**src/rtl/ovf_flag_reg.sv**
```systemverilog
module ovf_flag_reg #(
  parameter int NFLAG = 8,
  parameter int NIRQ  = 6,
  localparam int IW   = $clog2(NFLAG)
) (
  input  logic             clk,
  input  logic             rst_n,
  input  logic [NFLAG-1:0] ovf_pulse,
  input  logic             acc_rd,
  input  logic             wr_byte,
  input  logic [NFLAG-1:0] wr_data,
  input  logic             wr_bit,
  input  logic [IW-1:0]    bit_idx,
  input  logic             bit_val,
  output logic [NFLAG-1:0] rd_data,
  output logic [NIRQ-1:0]  irq_ovf
);

  logic [NFLAG-1:0] flags, pend, hw_set, sw_next;

  assign hw_set  = acc_rd ? '0 : (ovf_pulse | pend);
  assign rd_data = flags;

  always_comb begin
    sw_next = flags;
    if (wr_byte)
      sw_next = wr_data;
    else if (wr_bit)
      sw_next[bit_idx] = bit_val;
  end

  always_ff @(posedge clk or negedge rst_n) begin
    if (!rst_n) begin
      flags   <= '0;
      pend    <= '0;
      irq_ovf <= '0;
    end else begin
      flags   <= sw_next | hw_set;
      pend    <= acc_rd ? (pend | ovf_pulse) : '0;
      irq_ovf <= ovf_pulse[NIRQ-1:0];
    end
  end

endmodule


```
**config.mk**
```make
export PLATFORM = sky130hd
export DESIGN_NAME = ovf_flag_reg
export DESIGN_NICKNAME = d
export VERILOG_FILES = /design/src/rtl/ovf_flag_reg.sv
export SDC_FILE = /design/constraint.sdc
export NUM_CORES = 1
export LEC_CHECK = 0
export BUFFER_PORTS_ARGS = -buffer_cell sky130_fd_sc_hd__buf_2
export CAP_MARGIN = 20
export CORE_MARGIN = 1.5
export CORE_UTILIZATION = 45
export DETAILED_ROUTE_END_ITERATION = 16
export PLACE_DENSITY_LB_ADDON = 0.2
export SYNTH_ARGS = -nofsm -noshare
export SYNTH_HDL_FRONTEND = slang
export SYNTH_SLANG_ARGS = --single-unit
```
**constraint.sdc**
```tcl
create_clock -name clk -period 0.95 [get_ports clk]
set_input_delay 0.1425 -clock clk [delete_from_list [all_inputs] [get_ports clk]]
set_output_delay 0.1425 -clock clk [all_outputs]
set_load 0.1 [all_outputs]
```
* Word level (Yosys, flattened, before mapping)
Cells that the tools add are included.
** Storage, ports and cells
- Flip-flop bits (word level) :: 22
- Output and inout port bits :: 14
- Logic and storage cells :: 15
- Bits of input ports :: 25
** Operators by class
- Magnitude comparators :: 2
- Bitwise logic cells :: 2
- Multiplexer cells :: 7
- Reductions and logical operators :: 1
** Operators by type and width (number)
- two-way mux 8 bit :: 4
- OR 8 bit :: 2
- bitwise mux 8 bit :: 1
- < comparator 3 x 4 -> 1 bit, second input constant :: 1
- demux 1 bit (select 3 bit) :: 1
- >= comparator 3 x 1 -> 1 bit, second input constant :: 1
- logical AND 1 bit :: 1
- two-way mux 1 bit :: 1

* Depth between registers and ports, before layout
Gate-level depths: netlist of run 1.
- Word-level depth :: 8
- Mapped depth :: 4

* Worst setup path before layout of run 1
No wires, ideal clock.
- Kind :: register -> register
- Start point :: reg flags[3] (netlist: rd_data[3])
- End point :: reg flags[3] (netlist: rd_data[3])
- Data required time :: 859 ps
- Arrival time :: 1237 ps
- Period minus slack after synthesis :: 1328 ps
- Cell stages (with the launch flop) :: 3
- Buffers on the path :: 0
- Path slack :: -378 ps
- Setup time :: 91 ps
- Cells stage by stage :: dfrtp_1 mux2i_1 o221ai_1
** Between the ends
- Word-level cells in the longest chain between the ends :: 4
** RTL lines
- start: declaration :: RTL line 19 : logic [NFLAG-1:0] flags, pend, hw_set, sw_next;
- start signal: assignment :: RTL line 38 : flags <= sw_next | hw_set;
- bitwise mux 8 bit :: RTL line 29 : sw_next[bit_idx] = bit_val;
- two-way mux 8 bit (*) :: RTL line 28 : else if (wr_bit)
- two-way mux 8 bit (*) :: RTL line 26 : if (wr_byte)
- OR 8 bit (*) :: RTL line 38
Every way passes the cells marked *; elsewhere a longest branch is shown, timed or not.

* Final worst setup path of run 1
- Start point :: reg flags[0] (netlist: rd_data[0])
- End point :: out rd_data[0]
** RTL lines
- end: declaration :: RTL line 15 : output logic [NFLAG-1:0] rd_data,
No word-level cell between the ends.

==> metrics.yaml, run 1 <==
floorplan:
  pin_count: 39
  start_util: 0.470
  core_um2: 1940
  dieArea_um2: 2310
  fp.dieH_um: 48.1
  dieWidth_um: 48.1
  rows: 16
clocking:
  tritoncts: "done"
  root_buffer: "clkbuf_4"
  clk_pin_slew_ps: 120
  cts_made_buffers: 3
  clk-insertion-delay-late_ps: 300
  post_cts_buffers: 0
  clockBufferDepth: 2
  cts_max_level: 1
  clock_sinks: 22
hold_path:
  hold_class: "input pin to flip-flop"
synthesis:
  synth_area_leaders: "dfrtp_1 (60%), mux2i_1 (8.8%), o221ai_1 (7.7%)"
  syn-instance-count: 74
  yosysWarnings: 0
  synth_top_flop_cell: "dfrtp_1"
  synth.top_cell.area_share: 0.603
  syn_area_um2: 913
  ys_ff_latch: 22
  syn_nets: 99
  seq_area_frac_synth: 0.603
  syn_avg_cell_area_um2: 12.3
  ys_types: 14
  ys_async_sr_fraction: 1.00
  synth_edf_count: 0
  synth_most_common_cell: "dfrtp_1"
  yosysTopAreaCell: "dfrtp_1"
power_and_ir_drop:
  intPower_mw: 1.58
  p_sw_frac: 0.351
  p_leak_nw: 0.680
  p_comb_frac: 0.340
  powerDensity_nw_per_um2: 1610
  switching_power_mw: 0.852
  pwr-share-seq: 0.449
  p_clk_frac: 0.210
  irDropWorstVdd_mv: 1.51
worst_setup_path:
  worst_ep_required_time_ps: 810
  crit_chain: "buf_12"
  crit_family: "flip-flops"
  crit_arrival_ps: 1000
  startpoint_type: "flip-flop"
  critPathKind: "flip-flop to output pin"
  cp_slowest_cell: "dfrtp_4"
  crit_path_max_fanout: 2
  max_stage_delay_ps: 520
  end_kind: "output pin"
  worst-path-buf-inv: 1
timing:
  rsz0062_at_grt: "yes"
  final_max_slew_viol_count: 0
  finalCritPeriodShare: 1.20
  max_clock_freq_mhz: 877
  setup_viol: 14
  period_minus_slack_ps: 1140
  worst_pin_slew_ps: 494
  clock_skew_ps: 1.22
  maxSlewHeadroom: 0.670
  fin_ws_ps: -190
  hold_violations: 0
finish:
  drive_gt1_frac: 0.533
  antennaDiodeCount: 0
  n_fill_cell: 132
  final_cells: 149
  utilization: 0.780
  fin_nets: 148
  syn2layout_area_growth_pct: 65.8
global_routing:
  grt_pass1_wl_um: 3350
  grt_pass1_vias: 732
  grt_max_degree: 23
  antenna_found_initial: 0
  overflow: 0
  grt_use_total: 0.218
route:
  drtPass1Iterations: 4
  vias: 793
  avgRoutedWirePerCell_um: 15.5
  drt_iter0_markers: 20
  drt_wl_total_um: 2320
  drc: 0
  drtAntennaViolNets: 0
  viasPerCell: 5.32
outcome:
  status: "finished, violations left"
  failed_checks: "negative setup slack"
flow_run:
  cap_viol_max_count: 0
place:
  port_buffers: 38
  dp_hpwl_um: 1570
  gp_congestion: 0.717
  dp_cells: 138
==> worst reg2reg max path, cell delays in order, from the launching register on <==
cell	delay, ps
dfrtp_4	510
mux2i_2	180
o221ai_2	120
==> routing by layer <==
metal,global-route usage,up-vias,part of all wire
li1,-,366,-
met1,0.263,397,0.39
met2,0.365,28,0.55
met3,0.0528,2,0.056
met4,0.103,0,0.0065
met5,0,-,0
==> state kept, by name, summed over array words and instances (netlist names) <==
| signal | flops |
|---|---|
| irq_ovf | 6 |
| pend | 8 |
| rd_data | 8 |
==> timing repair <==
| item | in CTS | in global routing |
|---|---|---|
| endpoints found under the hold margin | 28 | 0 |
| pin swaps | 0 | 0 |
| hold buffers | 7 | 0 |
| setup endpoints to repair | 14 | 17 |
| resized for setup | 0 | 5 |
==> stage by stage <==
step	setup WS (ps)	hold WS, ps	setup TNS [ps]	power [mW]	instance area (um^2)
final	-190	36.9	-2060	2.43	1510
after global routing	-213	41.3	-2460	2.51	1510
after CTS	-202	30.8	-2180	2.43	1500
after detailed placement	-139	133	-512	1.90	1390
after global placement	-85.3	125	-282	1.88	1390
after floorplan	-73.8	-153	-453	1.55	951
==> layout make-up <==
type / instances / area (um^2) / area share
sequential: 22 / 588 / 0.388
tap: 27 / 33.8 / 0.0223
timing repair buffer: 48 / 493 / 0.326
multi-input combinational: 48 / 363 / 0.240
clock buffer: 4 / 36.3 / 0.0240
==> power groups by stage <==
stage,Clock [mW],Combinational (mW),Sequential (mW)
floorplan,0,0.112,1.44
global placement,0,0.777,1.11
detailed placement,0,0.793,1.11
CTS,0.521,0.817,1.09
global route,0.547,0.863,1.10
finish,0.511,0.827,1.09
==> kinds of logic after synthesis <==
logic type | after synthesis | share of synthesized area
flops | 22 | 0.603
mux | 8 | 0.0877
simple gates | 32 | 0.214
compound gates | 8 | 0.0767
buf+inv | 4 | 0.0192
==> path summary, 6_finish.rpt <==
| kind | startpoint | end | slack (ps) | depth (start not counted) |
|---|---|---|---|---|
| worst max-delay path | rd_data[0]$_DFF_PN0_ | rd_data[0] | -190 | 1 |
| worst min-delay path | wr_data[6] | rd_data[6]$_DFF_PN0_ | 40 | 3 |
| worst max register to register | rd_data[4]$_DFF_PN0_ | rd_data[4]$_DFF_PN0_ | 20 | 2 |
| worst min register to register | pend[1]$_DFF_PN0_ | pend[1]$_DFF_PN0_ | 510 | 2 |
| max in group asynchronous | rst_n | rd_data[3]$_DFF_PN0_ | 260 | 2 |
| min in group asynchronous | rst_n | rd_data[1]$_DFF_PN0_ | 320 | 2 |
==> cells in the final DEF (no fill, tap or decap) <==
cell,instances
dfrtp_4,8
mux2i_1,7
dlygate4sd3_1,7
buf_12,14
nor2b_1,8
nand2_1,8
dfrtp_2,6
nor2_1,5
o221ai_2,1
nor4b_2,1
buf_2,24
clkbuf_4,3
mux2i_2,1
nand4_1,1
nor2_2,3
nand4b_1,3
buf_4,3
and4bb_1,3
dfrtp_1,8
o221ai_1,7
clkbuf_8,1
Power figures use the tool's default switching activity.
==> run 2: changes to the inputs <==
- HOLD_SLACK_MARGIN: not set -> 0.15
==> run 2 against run 1 <==
Against the previous run:
- the run still ends with negative setup slack left
- total power increased by 2.4%
- critical path depth unchanged
- routed wire length increased by 20%
- core utilization increased by 4.6 points
- sequential share of layout area decreased by 2.2 points
- worst hold slack improved by 170 ps
- largest cell class is now non-clock buffers
- largest power group unchanged
==> metrics.yaml, run 2 (same netlist as run 1, synthesis figures left out) <==
finish:
  drive_gt1_frac: 0.477
  mostFrequentLayoutCell: "buf_2"
  n_fill_cell: 111
  multi_input_area_um2: 353
  final_cell_mix: "buf_2 (24), dlygate4sd3_1 (17), buf_12 (14)"
  fin_nets: 158
  design_area_um2: 1600
  antennaDiodeCount: 0
  syn2layout_area_growth_pct: 75.6
  regArea_um2: 588
floorplan:
  dieArea_um2: 2310
  start_util: 0.470
  pin_count: 39
  rows: 16
  dieWidth_um: 48.1
  core_um2: 1940
  fp.dieH_um: 48.1
worst_setup_path:
  r2r-end: "rd_data[0]$_DFF_PN0_"
  crit_family: "flip-flops"
  cp.depth: 1
  end_kind: "output pin"
  r2r_start: "rd_data[0]$_DFF_PN0_"
  reg2reg_depth: 2
  worst_ep_required_time_ps: 810
  cp-endpoint: "rd_data[5]"
  startpoint: "rd_data[5]$_DFF_PN0_"
  crit_chain: "buf_12"
  critPathKind: "flip-flop to output pin"
  worst-path-buf-inv: 1
  ff2ff_setup_slack_ps: 0
  crit_path_max_fanout: 2
  max_stage_delay_ps: 520
  cp_slowest_cell: "dfrtp_4"
  startpoint_type: "flip-flop"
  crit_arrival_ps: 1020
clocking:
  clock_sinks: 22
  clk_pin_slew_ps: 120
  cts_made_buffers: 3
  root_buffer: "clkbuf_4"
  post_cts_buffers: 0
  cts_max_level: 1
  clockBufferDepth: 2
  clk-insertion-delay-late_ps: 320
  tritoncts: "done"
timing:
  clock_skew_ps: 4.95
  rsz0062_at_grt: "yes"
  setup_tns_ps: -2370
  finalCritPeriodShare: 1.22
  fin_ws_ps: -213
  setup_viol: 14
  period_minus_slack_ps: 1160
  maxSlewHeadroom: 0.679
  max_clock_freq_mhz: 860
  hold_violations: 0
  final_max_slew_viol_count: 0
  worst_pin_slew_ps: 482
outcome:
  failed_checks: "negative setup slack"
  status: "finished, violations left"
place:
  port_buffers: 38
  place_area_um2: 1390
  dp_hpwl_um: 1570
  gp_congestion: 0.717
hold_path:
  hold_class: "input pin to flip-flop"
  holdCritStartpoint: "acc_rd"
global_routing:
  antenna_found_initial: 0
  grt_use_total: 0.263
  grt_pass1_vias: 883
  grt_max_degree: 23
  overflow: 0
  grt_pass1_wl_um: 3930
route:
  vias: 876
  drt_iter0_markers: 15
  drt_wl_total_um: 2780
  drtAntennaViolNets: 0
  drc: 0
  viasPerCell: 5.51
  drtPass1Iterations: 4
  avgRoutedWirePerCell_um: 17.5
power_and_ir_drop:
  p_leak_nw: 0.718
  irDropWorstVdd_mv: 1.29
  powerDensity_nw_per_um2: 1550
flow_run:
  cap_viol_max_count: 0
[run 2: changes by cell type in the layout (fill, tap and decap cells not counted), sizes merged]
cell	delta
dlygate4sd3	+10
[run 2: area by class of cell]
class	count	area share
Timing Repair Buffer	58	0.370
Multi-Input combinational cell	48	0.220
Tap cell	27	0.0211
Sequential cell	22	0.367
Clock buffer	4	0.0226
[run 2: power breakdown]
group	internal [mW]	switching [mW]
clock	0.235	0.299
sequential	1.03	0.0622
combinational	0.337	0.526
[run 2: how the worst min path moves through the flow]
| stage | slack [ps] | cells past startpoint | to |
|---|---|---|---|
| 5_1_grt | 220 | 2 | pend[1]$_DFF_PN0_ |
| 3_5_place_dp | 130 | 1 | pend[4]$_DFF_PN0_ |
| 4_1_cts | 200 | 2 | pend[6]$_DFF_PN0_ |
| 3_3_place_gp | 120 | 1 | pend[1]$_DFF_PN0_ |
| 2_1_floorplan | -150 | 0 | irq_ovf[0]$_DFF_PN0_ |
| 6_report | 200 | 2 | pend[5]$_DFF_PN0_ |
[run 2: layer usage]
metal / track usage / wire (um) / part of all wire / vias up
met2: 0.483 / 1500 / 0.54 / 51
met5: 0 / 0 / 0 / -
li1: - / - / - / 384
met1: 0.273 / 995 / 0.36 / 428
met3: 0.0377 / 164 / 0.059 / 13
met4: 0.173 / 125 / 0.045 / 0
[run 2: timing repair]
item                                   CTS  global route
endpoints found under the hold margin   44             0
gates resized for setup                  0             3
setup endpoints to repair               14            18
hold buffers                            17             0
[run 2: metrics by stage]
| stage | utilization | worst slack [ps] | total power, mW | cells | hold WS [ps] |
|---|---|---|---|---|---|
| floorplan | - | -73.8 | 1.55 | 74 | -153 |
| global placement | 0.716 | -85.3 | 1.88 | 138 | 125 |
| detailed placement | 0.716 | -139 | 1.90 | 138 | 133 |
| CTS | 0.822 | -202 | 2.46 | 159 | 204 |
| global route | 0.826 | -216 | 2.55 | 159 | 215 |
| finish | 0.826 | -213 | 2.49 | 159 | 205 |
[run 2: worst register-to-register path: cells and delay by family, from the launching register on]
kind,cells,cell delay [ps]
AO/OA/AOI/OAI,1,130
flip-flops,1,520
multiplexers,1,170
==> run 3: changes to the inputs <==
- PLACE_DENSITY: not set -> 0.76
- PLACE_DENSITY_LB_ADDON: 0.2 -> not set
==> run 3 against run 2 <==
Against the previous run:
- the run still ends with negative setup slack left
- critical path depth increased by 2
- total power decreased by 2.1%
- core utilization increased by 1.7 points
- first-iteration DRC count increased by 6.7%
- critical path type is now flip-flop to flip-flop
- clock skew decreased by 3.9 ps
- sequential cell count unchanged
- clock-buffer cell count decreased by 1
- via count decreased by 2.5%
- sequential share of layout area decreased by 0.73 points
- non-clock buffer count unchanged
- final cell count decreased by 0.63%
- critical endpoint is now rd_data[5]$_DFF_PN0_
==> metrics.yaml, run 3 (same netlist as run 1, synthesis figures left out) <==
global_routing:
  grt_pass1_wl_um: 3630
  antenna_found_initial: 0
  grt_use_total: 0.245
  overflow: 0
  grt_pass1_vias: 784
  grt_max_degree: 23
floorplan:
  dieArea_um2: 2310
  fp.dieH_um: 48.1
  dieWidth_um: 48.1
  pin_count: 39
  core_um2: 1940
  start_util: 0.470
  rows: 16
clocking:
  root_buffer: "clkbuf_4"
  tritoncts: "done"
  cts_max_level: 1
  clock_sinks: 22
  clk_pin_slew_ps: 120
  clk-insertion-delay-late_ps: 310
  clockBufferDepth: 2
  cts_made_buffers: 3
timing:
  hold_slack_ps: 223
  finalCritPeriodShare: 1.24
  max_clock_freq_mhz: 851
  hold_violations: 0
  setup_tns_ps: -2510
  fin_ws_ps: -225
  final_max_slew_viol_count: 0
  period_minus_slack_ps: 1170
  worst_pin_slew_ps: 474
  maxSlewHeadroom: 0.684
  rsz0062_at_grt: "yes"
  setup_viol: 18
  clock_skew_ps: 1.09
finish:
  n_fill_cell: 104
  fin_nets: 158
  utilization: 0.843
  drive_gt1_frac: 0.496
  mostFrequentLayoutCell: "buf_2"
  syn2layout_area_growth_pct: 79.2
  design_area_um2: 1640
  final_cells: 158
  antennaDiodeCount: 0
  final_cell_mix: "buf_2 (24), dlygate4sd3_1 (17), buf_12 (14)"
worst_setup_path:
  ff2ff_setup_slack_ps: -220
  crit_path_max_fanout: 2
  worst_ep_required_time_ps: 1100
  crit_chain: "buf_6 -> mux2i_1 -> o221ai_1"
  crit_arrival_ps: 1320
  max_stage_delay_ps: 510
  critPathKind: "flip-flop to flip-flop"
  cp_slowest_cell: "dfrtp_4"
  startpoint_type: "flip-flop"
  end_kind: "flip-flop"
place:
  dp_hpwl_um: 1500
  port_buffers: 38
  place_area_um2: 1370
  pre_cts_ws_ps: -125
  gp_congestion: 0.689
  dp_cells: 135
hold_path:
  hold_class: "input pin to flip-flop"
route:
  drc: 0
  viasPerCell: 5.41
  drt_iter0_markers: 16
  vias: 854
  avgRoutedWirePerCell_um: 17.5
  drtAntennaViolNets: 0
  drt_wl_total_um: 2770
  drtPass1Iterations: 4
power_and_ir_drop:
  powerDensity_nw_per_um2: 1490
  irDropWorstVdd_mv: 1.34
  total_power_mw: 2.44
  p_leak_nw: 0.710
flow_run:
  cap_viol_max_count: 0
outcome:
  failed_checks: "negative setup slack"
  status: "finished, violations left"
## run 3: cell types whose count changed in the layout (fill, tap and decap cells not counted)
cell	change
mux2i_1	-2
buf_4	-3
buf_6	+3
o221ai_1	-2
mux2i_4	+2
nor2_1	+1
clkbuf_8	-1
nor2_2	-1
o221ai_2	+2
## run 3: power by group
part | total [mW] | internal, mW | leakage (nW) | switching (mW)
Clock | 0.426 | 0.148 | 0.0138 | 0.278
Combinational | 0.916 | 0.366 | 0.450 | 0.550
Sequential | 1.09 | 1.03 | 0.246 | 0.0632
## run 3: routing by layer
| metal | global-route usage | part of all wire | vias up | wire [um] |
|---|---|---|---|---|
| met1 | 0.304 | 0.40 | 433 | 1110 |
| met3 | 0.0755 | 0.048 | 4 | 134 |
| li1 | - | - | 382 | - |
| met2 | 0.411 | 0.54 | 35 | 1490 |
| met5 | 0 | 0 | - | 0 |
| met4 | 0.0703 | 0.012 | 0 | 34 |
## run 3: repair_timing
action                                  CTS  global route
hold endpoints to repair                 43             0
endpoints found under the setup margin   15            21
pin swaps                                 1             0
resized for setup                         4             7
buffers inserted                          3             0
gates cloned                              0             0
hold buffers                             17             0
## run 3: cell type report
class / instances / area [um^2] / share of cell area
tap: 27 / 33.8 / 0.0206
multi-input combinational: 48 / 388 / 0.237
sequential: 22 / 588 / 0.359
clock buffer: 3 / 22.5 / 0.0138
timing repair buffer: 58 / 604 / 0.369
## run 3: path summary, 6_finish.rpt
check	depth (start not counted)	end	start
max in group asynchronous	2	rd_data[5]$_DFF_PN0_	rst_n
worst max-delay path	3	rd_data[5]$_DFF_PN0_	rd_data[5]$_DFF_PN0_
worst min register to register	2	pend[4]$_DFF_PN0_	pend[4]$_DFF_PN0_
worst min-delay path	2	pend[7]$_DFF_PN0_	acc_rd
worst max register to register	3	rd_data[5]$_DFF_PN0_	rd_data[5]$_DFF_PN0_
min in group asynchronous	2	rd_data[7]$_DFF_PN0_	rst_n
## run 3: worst max-delay path, delay by kind of cell, from the launching register on
kind / cells / cell delay, ps
flip-flops: 1 / 510
AO/OA/AOI/OAI: 1 / 200
multiplexers: 1 / 180
buffers and inverters: 1 / 120
